$ cat config.mk
export PLATFORM = sky130hd
export DESIGN_NAME = esu_top
export DESIGN_NICKNAME = d
export VERILOG_FILES = /design/src/rtl/esu_pkg.sv /design/src/rtl/esu_dpath.sv /design/src/rtl/esu_ctrl.sv /design/src/rtl/esu_top.sv
export SDC_FILE = /design/constraint.sdc
export NUM_CORES = 1
export LEC_CHECK = 0
export ABC_AREA = 1
export BUFFER_PORTS_ARGS = -buffer_cell sky130_fd_sc_hd__buf_2
export CORE_UTILIZATION = 45
export DETAILED_ROUTE_END_ITERATION = 7
export HOLD_SLACK_MARGIN = 0.1
export SYNTH_ARGS = -nofsm -noshare
export SYNTH_HDL_FRONTEND = slang
export SYNTH_SLANG_ARGS = --single-unit
$ cat constraint.sdc
create_clock -name clk -period 4.1 [get_ports clk]
set_input_delay 0.205 -clock clk [delete_from_list [all_inputs] [get_ports clk]]
set_output_delay 0.205 -clock clk [all_outputs]
set_load 0.05 [all_outputs]
$ cat src/rtl/esu_pkg.sv
package esu_pkg;
  typedef enum logic [1:0] {
    OP_WAIT  = 2'd0,
    OP_SET   = 2'd1,
    OP_CLEAR = 2'd2,
    OP_TEST  = 2'd3
  } opCode_e;

  typedef enum logic [2:0] {
    ST_OK    = 3'd0,
    ST_GO    = 3'd1,
    ST_SUSP  = 3'd2,
    ST_FULL  = 3'd3,
    ST_ISSET = 3'd4,
    ST_ISCLR = 3'd5
  } status_e;

  localparam logic [1:0] KIND_LOCAL  = 2'd0;
  localparam logic [1:0] KIND_REMOTE = 2'd1;
  localparam logic [1:0] KIND_HOST   = 2'd2;

  typedef struct packed {
    logic setFlag;
    logic clrFlag;
    logic push;
    logic pop;
  } dpStrobe_t;
endpackage

$ cat src/rtl/esu_dpath.sv
module esu_dpath
  import esu_pkg::*;
#(
  parameter int NUM_EV = 4,
  parameter int QDEPTH = 4,
  parameter int TGT_W  = 8,
  localparam int EV_W  = $clog2(NUM_EV),
  localparam int ACT_W = TGT_W + 2,
  localparam int CNT_W = $clog2(QDEPTH + 1),
  localparam int PTR_W = $clog2(QDEPTH)
) (
  input  logic             clk,
  input  logic             rstN,
  input  dpStrobe_t        strobe,
  input  logic [EV_W-1:0]  selEv,
  input  logic [ACT_W-1:0] pushAct,
  output logic             selFlag,
  output logic             selEmpty,
  output logic             selFull,
  output logic [ACT_W-1:0] headAct
);
  logic             flagV [NUM_EV];
  logic [CNT_W-1:0] cntV  [NUM_EV];
  logic [ACT_W-1:0] headV [NUM_EV];

  for (genvar g = 0; g < NUM_EV; g++) begin : gEv
    logic             flag;
    logic [CNT_W-1:0] cnt;
    logic [PTR_W-1:0] rdP, wrP;
    logic [ACT_W-1:0] mem [QDEPTH];
    logic             hit;

    assign hit = (selEv == EV_W'(g));

    function automatic logic [PTR_W-1:0] nextPtr(input logic [PTR_W-1:0] p);
      return (p == PTR_W'(QDEPTH - 1)) ? '0 : p + 1'b1;
    endfunction

    always_ff @(posedge clk) begin
      if (!rstN) begin
        flag <= 1'b0;
        cnt  <= '0;
        rdP  <= '0;
        wrP  <= '0;
      end else if (hit) begin
        if (strobe.setFlag) flag <= 1'b1;
        if (strobe.clrFlag) flag <= 1'b0;
        if (strobe.push) begin
          wrP <= nextPtr(wrP);
          cnt <= cnt + 1'b1;
        end
        if (strobe.pop) begin
          rdP <= nextPtr(rdP);
          cnt <= cnt - 1'b1;
        end
      end
    end

    always_ff @(posedge clk) begin
      if (hit && strobe.push) mem[wrP] <= pushAct;
    end

    assign flagV[g] = flag;
    assign cntV[g]  = cnt;
    assign headV[g] = mem[rdP];

    AST_FLAG_EXCL: assert property (@(posedge clk) disable iff (!rstN)
      !(flag && (cnt != '0)));
    AST_NO_OVERFLOW: assert property (@(posedge clk) disable iff (!rstN)
      (hit && strobe.push) |-> (cnt < CNT_W'(QDEPTH)));
    AST_NO_UNDERFLOW: assert property (@(posedge clk) disable iff (!rstN)
      (hit && strobe.pop) |-> (cnt != '0));
  end

  assign selFlag  = flagV[selEv];
  assign selEmpty = (cntV[selEv] == '0);
  assign selFull  = (cntV[selEv] == CNT_W'(QDEPTH));
  assign headAct  = headV[selEv];
endmodule

$ cat src/rtl/esu_ctrl.sv
module esu_ctrl
  import esu_pkg::*;
#(
  parameter int TGT_W  = 8,
  localparam int ACT_W = TGT_W + 2
) (
  input  logic             clk,
  input  logic             rstN,
  input  logic             opValid,
  input  logic [1:0]       opCode,
  input  logic             selFlag,
  input  logic             selEmpty,
  input  logic             selFull,
  input  logic [ACT_W-1:0] headAct,
  output dpStrobe_t        strobe,
  output logic             respValid,
  output logic [2:0]       respStatus,
  output logic             localGo,
  output logic             remoteGo,
  output logic             hostIrq,
  output logic [TGT_W-1:0] actTarget
);
  status_e    status;
  logic       fire;
  logic [1:0] headKind;

  assign headKind = headAct[ACT_W-1 -: 2];

  always_comb begin
    strobe = '0;
    status = ST_OK;
    fire   = 1'b0;
    if (opValid) begin
      unique case (opCode_e'(opCode))
        OP_WAIT: begin
          if (selFlag) begin
            strobe.clrFlag = 1'b1;
            status = ST_GO;
          end else if (!selFull) begin
            strobe.push = 1'b1;
            status = ST_SUSP;
          end else begin
            status = ST_FULL;
          end
        end
        OP_SET: begin
          if (!selEmpty) begin
            strobe.pop = 1'b1;
            fire = 1'b1;
          end else begin
            strobe.setFlag = 1'b1;
          end
        end
        OP_CLEAR: strobe.clrFlag = 1'b1;
        OP_TEST:  status = selFlag ? ST_ISSET : ST_ISCLR;
        default:  status = ST_OK;
      endcase
    end
  end

  always_ff @(posedge clk) begin
    if (!rstN) begin
      respValid  <= 1'b0;
      respStatus <= 3'd0;
      localGo    <= 1'b0;
      remoteGo   <= 1'b0;
      hostIrq    <= 1'b0;
      actTarget  <= '0;
    end else begin
      respValid  <= opValid;
      respStatus <= status;
      localGo    <= fire && (headKind == KIND_LOCAL);
      remoteGo   <= fire && (headKind == KIND_REMOTE);
      hostIrq    <= fire && (headKind == KIND_HOST);
      if (fire) actTarget <= headAct[TGT_W-1:0];
    end
  end

  AST_ONE_STROBE: assert property (@(posedge clk) disable iff (!rstN)
    $onehot0({localGo, remoteGo, hostIrq}));
  AST_STROBE_STATUS: assert property (@(posedge clk) disable iff (!rstN)
    (localGo || remoteGo || hostIrq) |-> (respValid && respStatus == ST_OK));
  AST_FULL_FROM_WAIT: assert property (@(posedge clk) disable iff (!rstN)
    (opValid && opCode == OP_WAIT && selFull && !selFlag) |=> (respStatus == ST_FULL));
  AST_PUSH_NOT_SET: assert property (@(posedge clk) disable iff (!rstN)
    strobe.push |-> !selFlag);
endmodule

$ cat src/rtl/esu_top.sv
module esu_top
  import esu_pkg::*;
#(
  parameter int NUM_EV = 4,
  parameter int QDEPTH = 4,
  parameter int TGT_W  = 8,
  localparam int EV_W  = $clog2(NUM_EV),
  localparam int ACT_W = TGT_W + 2
) (
  input  logic             clk,
  input  logic             rstN,
  input  logic             opValid,
  input  logic [1:0]       opCode,
  input  logic [EV_W-1:0]  opEvent,
  input  logic [1:0]       opKind,
  input  logic [TGT_W-1:0] opTarget,
  output logic             respValid,
  output logic [2:0]       respStatus,
  output logic             localGo,
  output logic             remoteGo,
  output logic             hostIrq,
  output logic [TGT_W-1:0] actTarget
);
  dpStrobe_t        strobe;
  logic             selFlag, selEmpty, selFull;
  logic [ACT_W-1:0] headAct;

  esu_dpath #(.NUM_EV(NUM_EV), .QDEPTH(QDEPTH), .TGT_W(TGT_W)) uDpath (
    .clk(clk), .rstN(rstN), .strobe(strobe), .selEv(opEvent),
    .pushAct({opKind, opTarget}), .selFlag(selFlag), .selEmpty(selEmpty),
    .selFull(selFull), .headAct(headAct)
  );

  esu_ctrl #(.TGT_W(TGT_W)) uCtrl (
    .clk(clk), .rstN(rstN), .opValid(opValid), .opCode(opCode),
    .selFlag(selFlag), .selEmpty(selEmpty), .selFull(selFull),
    .headAct(headAct), .strobe(strobe), .respValid(respValid),
    .respStatus(respStatus), .localGo(localGo), .remoteGo(remoteGo),
    .hostIrq(hostIrq), .actTarget(actTarget)
  );
endmodule

==> summary.txt, run 1 <==
Run status
  • Status: complete, no violations

Worst setup path
  • CP Cell Sequence: buf_2 -> nor2_1 -> nand2_1 -> nand2_1 -> nor2_2 -> nand2_1 -> nand4_1 -> nor2_1
  • Setup Crit Path Kind: in2reg
  • Critical path endpoint category: flop
  • FF-to-FF setup slack: 1.53 ns
  • Worst R2R Path Depth: 8
  • Crit start category: primary input
  • CP dominant cell by count: nand2_1
  • Critical Path AT: 2.86 ns
  • Buf/Inv on CP: 1
  • RR Endpoint: uDpath.gEv[0].mem[2][4]
  • CP required: 4.23 ns
  • Reg2reg start: uDpath.gEv[1].cnt[1]
  • Worst path max stage delay: around 0.84 ns
  • Max Fanout on Critical Path: 16
  • Critical-path top delay cell: nor2_1
  • Crit-path leading delay family: simple AND/OR/NAND/NOR gates

CTS
  • CTS tree: done
  • Setup bufs post-CTS: 0
  • Clock Latency Late Sink: approximately 0.50 ns
  • CTS root buf: clkbuf_16
  • Clk pin slew, worst setup/hold paths: 0.06 ns
  • # clock sinks: 215
  • CTS buffer count: 23
  • H-tree levels: 1
  • Max clock buf depth: 3

Detailed routing
  • Vias: 6036
  • DRC Markers: 0
  • Remaining antenna violation count after routing: 0
  • Met1 Wirelength: 9300 um
  • Metal3 WL: 822 um
  • Post-DR vias/cell: a little over 5
  • DRT iter0 DRCs: around 390
  • Routed WL: 20100 um
  • Drt wl/cell: 16.9 um
  • Top sig layer: met4
  • Drt pass-1 iters: 4
  • Met2 Routed Length: between 9000 and 10000 um

Power and ir drop
  • Leak: 4.04 nW
  • PwrDens: 447 mW/mm2
  • Maximum VDD drop: about 0.3 mV
  • Pwr Total: around 4.6 mW

Hold path
  • Hold Path Stages: 4
  • HP Start: opCode[0]
  • Worst hold path class: in2reg
  • Hold EP: uCtrl.respStatus[0]

Layout
  • Fin nets: 954
  • N_diodes: 0
  • Reg area: around 0.006 mm2
  • Area of the multi-input gates: between 0.002 and 0.003 mm2
  • Fraction of layout cells with a size suffix above 1: 0.0995
  • P&R area growth vs syn: 14.1%
  • Fill count: 1723

Global route
  • Largest net degree at the start of global routing: 25
  • First-pass GRT wire length: 31300 um
  • Gr usage total: 0.203
  • Overflow after GRT: 0
  • Vias in the first global route: approximately 5700
  • Initial antenna violation count: 0

Timing
  • Unrepaired setup endpoints after global routing: false
  • Post-layout min period: 2.73 ns
  • Tcrit/Tclk final: 0.667
  • Slew margin rel.: 0.348
  • Final setup fails: 0
  • Setup TNS: 0 ns
  • Worst slew pin tran: 0.974 ns
  • Fmax achieved: 366 MHz
  • Final Max Slew Viols: 0
  • Final Hold Vio Count: 0
  • Final worst slack: 1.37 ns
  • Worst Clk Skew: between 0.01 and 0.015 ns

Synthesis
  • Post-synth EDFFs: 160
  • #FFs+latches synth: 215
  • Yosys top cell by area: edfxtp_1
  • Most numerous cell in the Yosys netlist: edfxtp_1
  • Synth area leaders: edfxtp_1 53%, dfxtp_1 12%, nand2_1 6.6%
  • Top cells by count, synth: 160 x edfxtp_1, 158 x nand2_1, 125 x nor2_1, 90 x o21ai_0, 80 x inv_1
  • Register area share after synthesis: 0.655
  • Netlist cell types: 26
  • Synthesized area: 0.00902 mm2
  • Mapped Avg Cell Area: 10.4 um2
  • Syn Nets: 912
  • Top cell type's share of synthesized area: 0.533
  • Synth async-reset ratio: 0
  • Top FF cell, synth: edfxtp_1
  • Mapped Cells: 867
  • Synth Warn #: 0

Floorplan
  • Initial core utilization: 0.462
  • Die width: 144 um
  • Core outline area: 0.0195 mm2
  • Die Area: around 0.021 mm2
  • Row count: 51
  • Ports: 32
  • Die H: about 140 um

Placement
  • Pre-CTS WS: between 0.9 and 1 ns
  • Final GP Congestion: 0.797
  • DP Wirelength: between 10000 and 15000 um
  • IO Port Bufs: 31

Run
  • Max cap viols: 0
## state kept, by name, indices dropped and copies added (netlist names), named ones only
name	cells
uDpath.gEv.mem	160
uDpath.gEv.wrP	8
uCtrl.respValid	1
uCtrl.remoteGo	1
uCtrl.hostIrq	1
uCtrl.localGo	1
uCtrl.respStatus	3
uDpath.gEv.flag	4
uDpath.gEv.cnt	12
uDpath.gEv.rdP	8
uCtrl.actTarget	8
## repair_timing
| item | CTS | global route |
|---|---|---|
| endpoints found under the hold margin | 4 | 0 |
| hold buffers | 2 | 0 |
| gates resized for setup | 0 | 0 |
## cell usage in the layout, fill, tap and decap left out, types with 28 or more instances in the layout
master | netlist | layout
ha_1 | 28 | 28
nand2_1 | 158 | 158
inv_1 | 80 | 80
o22ai_1 | 32 | 32
nor2_1 | 125 | 125
o21ai_0 | 90 | 90
nand3_1 | 39 | 39
buf_2 | 5 | 31
dfxtp_1 | 55 | 55
edfxtp_1 | 160 | 160
## worst register-to-register path, cell delays in order, from the launching register on
cell     delay (ns)
dfxtp_1        0.37
inv_1          0.07
nand2_1        0.07
nand2_1        0.06
nand2_1        0.10
nor2_2         0.06
nand2_1        0.16
nand4_1        0.46
nor2_1         0.85
## kinds of logic (layout without fill, tap and decap cells)
| family | count (synthesis) | after routing | share of synthesized area |
|---|---|---|---|
| simple gates | 341 | 341 | 0.153 |
| compound gates | 164 | 164 | 0.102 |
| flops | 215 | 215 | 0.655 |
| buf+inv | 119 | 177 | 0.0515 |
| fa+ha+maj | 28 | 28 | 0.0389 |
## report_power, final
part	leakage (nW)	total (mW)	switching, mW	internal [mW]
clock network	0.377	2.11	0.798	1.31
logic	1.78	0.136	0.103	0.0323
registers	1.88	2.35	0.00610	2.35
total	4.04	4.60	0.908	3.69
## routing by layer
metal / GRT usage / vias up
li1: - / 3052
met1: 0.282 / 2854
met2: 0.336 / 98
met3: 0.0300 / 32
met4: 0.0487 / 0
met5: 0 / -
## worst max path at each step
stage,start,endpoint,slack [ns],depth (start not counted)
after floorplan,opEvent[0],uDpath.gEv[1].mem[0][0],2.17,8
after global placement,opEvent[0],uDpath.gEv[3].mem[1][1],0.98,8
after detailed placement,opEvent[0],uDpath.gEv[0].mem[2][0],0.90,8
after CTS,opEvent[0],uDpath.gEv[0].mem[2][0],1.44,8
after global routing,opEvent[0],uDpath.gEv[0].mem[2][8],1.19,8
final,opEvent[0],uDpath.gEv[0].mem[2][4],1.37,8
## layout make-up
class                   instances  area share
clock inverters                12      0.0153
well taps                     265      0.0322
repair buffers                 50      0.0294
inverters                      86      0.0314
flip-flops and latches        215       0.574
clock buffers                  29      0.0601
multi-input cells             533       0.257
## metrics by stage
step	std cells	hold slack (ns)	instance area (um2)	util
global placement	1147	0.481	9490	0.486
global route	1190	0.129	10300	0.527
floorplan	867	0.304	9020	-
CTS	1190	0.110	10300	0.527
finish	1190	0.121	10300	0.527
detailed placement	1147	0.483	9490	0.486
Note: power is estimated with default switching activity, not from simulation.
==> inputs of run 2 (changes only) <==
- clock period: 4.1 -> 2.3 ns (I/O delays scaled with it)
==> run 2 against run 1 <==
Clock power up 80%; wire length increased by 3.2%; sequential power is 78% higher; setup slack lost 1.1 ns; non-clock buffer count rose by 33; final cell count rose by 3.0%; die area unchanged; first-iteration DRC count is 11% higher; flip-flop and latch count is the same; sequential share of layout area is 1.6 points lower; clock skew grew 0.012 ns; critical path type unchanged; largest power group unchanged.
==> summary.txt, run 2 (synthesis gave the netlist of run 1 again) <==
Global route
  • GRT Max-Usage Layer: met2
  • Overflow after GRT: 0
  • Met2 Track Usage GR: 0.340
  • First-pass GRT wire length: approximately 32000 um
  • Grt met3 use: 0.0300
  • Gr usage total: 0.208
  • Vias in the first global route: roughly 5800
  • Largest net degree at the start of global routing: 25
  • GR Util met1: 0.290
  • Initial antenna violation count: 0

Run status
  • Status: complete, no violations

Placement
  • IO Port Bufs: 31
  • DP Wirelength: 14000 um
  • Final GP Congestion: 0.828
  • Pre-CTS WS: 0.276 ns

CTS
  • # resized after CTS: 0
  • CTS root buf: clkbuf_16
  • Max clock buf depth: 3
  • CTS buffer count: 24
  • CTS tree: done
  • Clock Latency Late Sink: 0.52 ns
  • H-tree levels: 1
  • Clk pin slew, worst setup/hold paths: 0.06 ns
  • # clock sinks: 215
  • Setup bufs post-CTS: 0

Detailed routing
  • Vias: 6205
  • DRC Markers: 0
  • DRT iter0 DRCs: 432
  • Drt pass-1 iters: 5
  • Post-DR vias/cell: a little over 5
  • Remaining antenna violation count after routing: 0
  • Routed WL: slightly above 20000 um
  • Drt wl/cell: 16.9 um

Timing
  • Worst slew pin tran: 0.636 ns
  • Tcrit/Tclk final: 0.874
  • Final worst slack: approximately 0.29 ns
  • Final Hold Vio Count: 0
  • Unrepaired setup endpoints after global routing: false
  • Fmax achieved: 497 MHz
  • Hold_ws: 0.462 ns
  • Slew margin rel.: 0.576
  • Post-layout min period: 2.01 ns
  • Final Max Slew Viols: 0
  • Setup TNS: 0 ns
  • Worst Clk Skew: 0.0231 ns
  • Final setup fails: 0

Power and ir drop
  • Leak: roughly 4.2 nW
  • Maximum VDD drop: 0.581 mV
  • Switching share of total power: 0.210
  • P_sw: 1.74 mW
  • Pwr Total: 8.27 mW
  • Sequential share of power: 0.507
  • Logic pwr share: 0.034
  • PwrDens: roughly 800 mW/mm2
  • Clock power share: 0.459
  • P_int: 6.53 mW

Hold path
  • Worst hold path class: in2reg

Run
  • Max cap viols: 0

Worst setup path
  • Max Fanout on Critical Path: 10
  • CP required: 2.52 ns
  • Setup Crit Path Kind: in2reg
  • Critical path endpoint category: flop
  • Crit start category: primary input
  • Critical Path AT: between 2 and 2.5 ns

Layout
  • Max FFs per register: 160
  • P&R area growth vs syn: 17.4%
  • Commonest non-fill, non-tap cell in the layout: edfxtp_1
  • Most frequent cells in the layout: 160 x edfxtp_1, 158 x nand2_1, 125 x nor2_1
  • N_diodes: 0
  • Fin nets: approximately 990
  • Fraction of layout cells with a size suffix above 1: 0.119
  • Largest registers: uDpath.gEv.mem x160, uDpath.gEv.cnt x12
  • Top reg by flops: uDpath.gEv.mem

Floorplan
  • Die width: 144 um
  • Core outline area: just under 0.02 mm2
  • Row count: 51
  • Initial core utilization: 0.462
  • Ports: 32
  • Die H: between 100 and 150 um
  • Die Area: 0.0206 mm2
## run 2: changes by cell type in the layout (fill, tap and decap cells not counted), moves of 2 or more
cell           previous run  this run
buf_4                    17        35
clkinv_2                  3         6
clkbuf_8                  2         0
dlygate4sd3_1             2        17
## run 2: power by group through the flow
| stage | clock [mW] | combinational (mW) | sequential [mW] |
|---|---|---|---|
| after floorplan | 0 | 0.118 | 4.29 |
| after global placement | 0 | 0.260 | 4.28 |
| after CTS | 3.87 | 0.284 | 4.19 |
| final | 3.79 | 0.281 | 4.19 |
| after global routing | 4.02 | 0.312 | 4.19 |
| after detailed placement | 0 | 0.262 | 4.28 |
## run 2: path summary, 6_finish.rpt
| kind | start | to | slack, ns | depth (start not counted) |
|---|---|---|---|---|
| min | opValid | uCtrl.respValid | 0.46 | 4 |
| min reg2reg | uDpath.gEv[3].rdP[1] | uDpath.gEv[3].rdP[1] | 0.50 | 2 |
| max | opEvent[1] | uDpath.gEv[3].mem[0][7] | 0.29 | 11 |
| max reg2reg | uDpath.gEv[3].cnt[0] | uDpath.gEv[3].mem[0][7] | 0.37 | 9 |
## run 2: cell type report
cell class	instances	area [um2]
Sequential cell	215	5910
Tap cell	265	332
Timing Repair Buffer	83	588
Fill cell	1748	8940
Clock buffer	28	616
Multi-Input combinational cell	533	2650
Clock inverter	16	171
Inverter	86	323
## run 2: per-stage QoR
step,area [um2],util,cells
finish,10600,0.542,1226
global route,10600,0.542,1226
CTS,10600,0.542,1226
detailed placement,9630,0.493,1165
global placement,9630,0.493,1165
floorplan,9020,-,867
## run 2: repair_timing
action / 4_1_cts / 5_1_grt
setup endpoints to repair: 0 / 0
endpoints found under the hold margin: 175 / 0
hold buffers: 17 / 0
## run 2: per-layer routing
metal | up-vias | part of all wire | wire (um)
met5 | - | 0 | 0
met3 | 32 | 0.042 | 859
met4 | 0 | 0.021 | 444
met2 | 123 | 0.47 | 9690
li1 | 3109 | - | -
met1 | 2941 | 0.47 | 9700
## run 2: critical path, cell delays in order
cell and delay (ns):
dlygate4sd3_1 0.51, buf_2 0.16, nand2_1 0.12, inv_2 0.17, nand2_1 0.09, nand2_1 0.09, nor2_2 0.05, nand2_1 0.15
nand4_1 0.37, nor2_1 0.20, buf_4 0.21
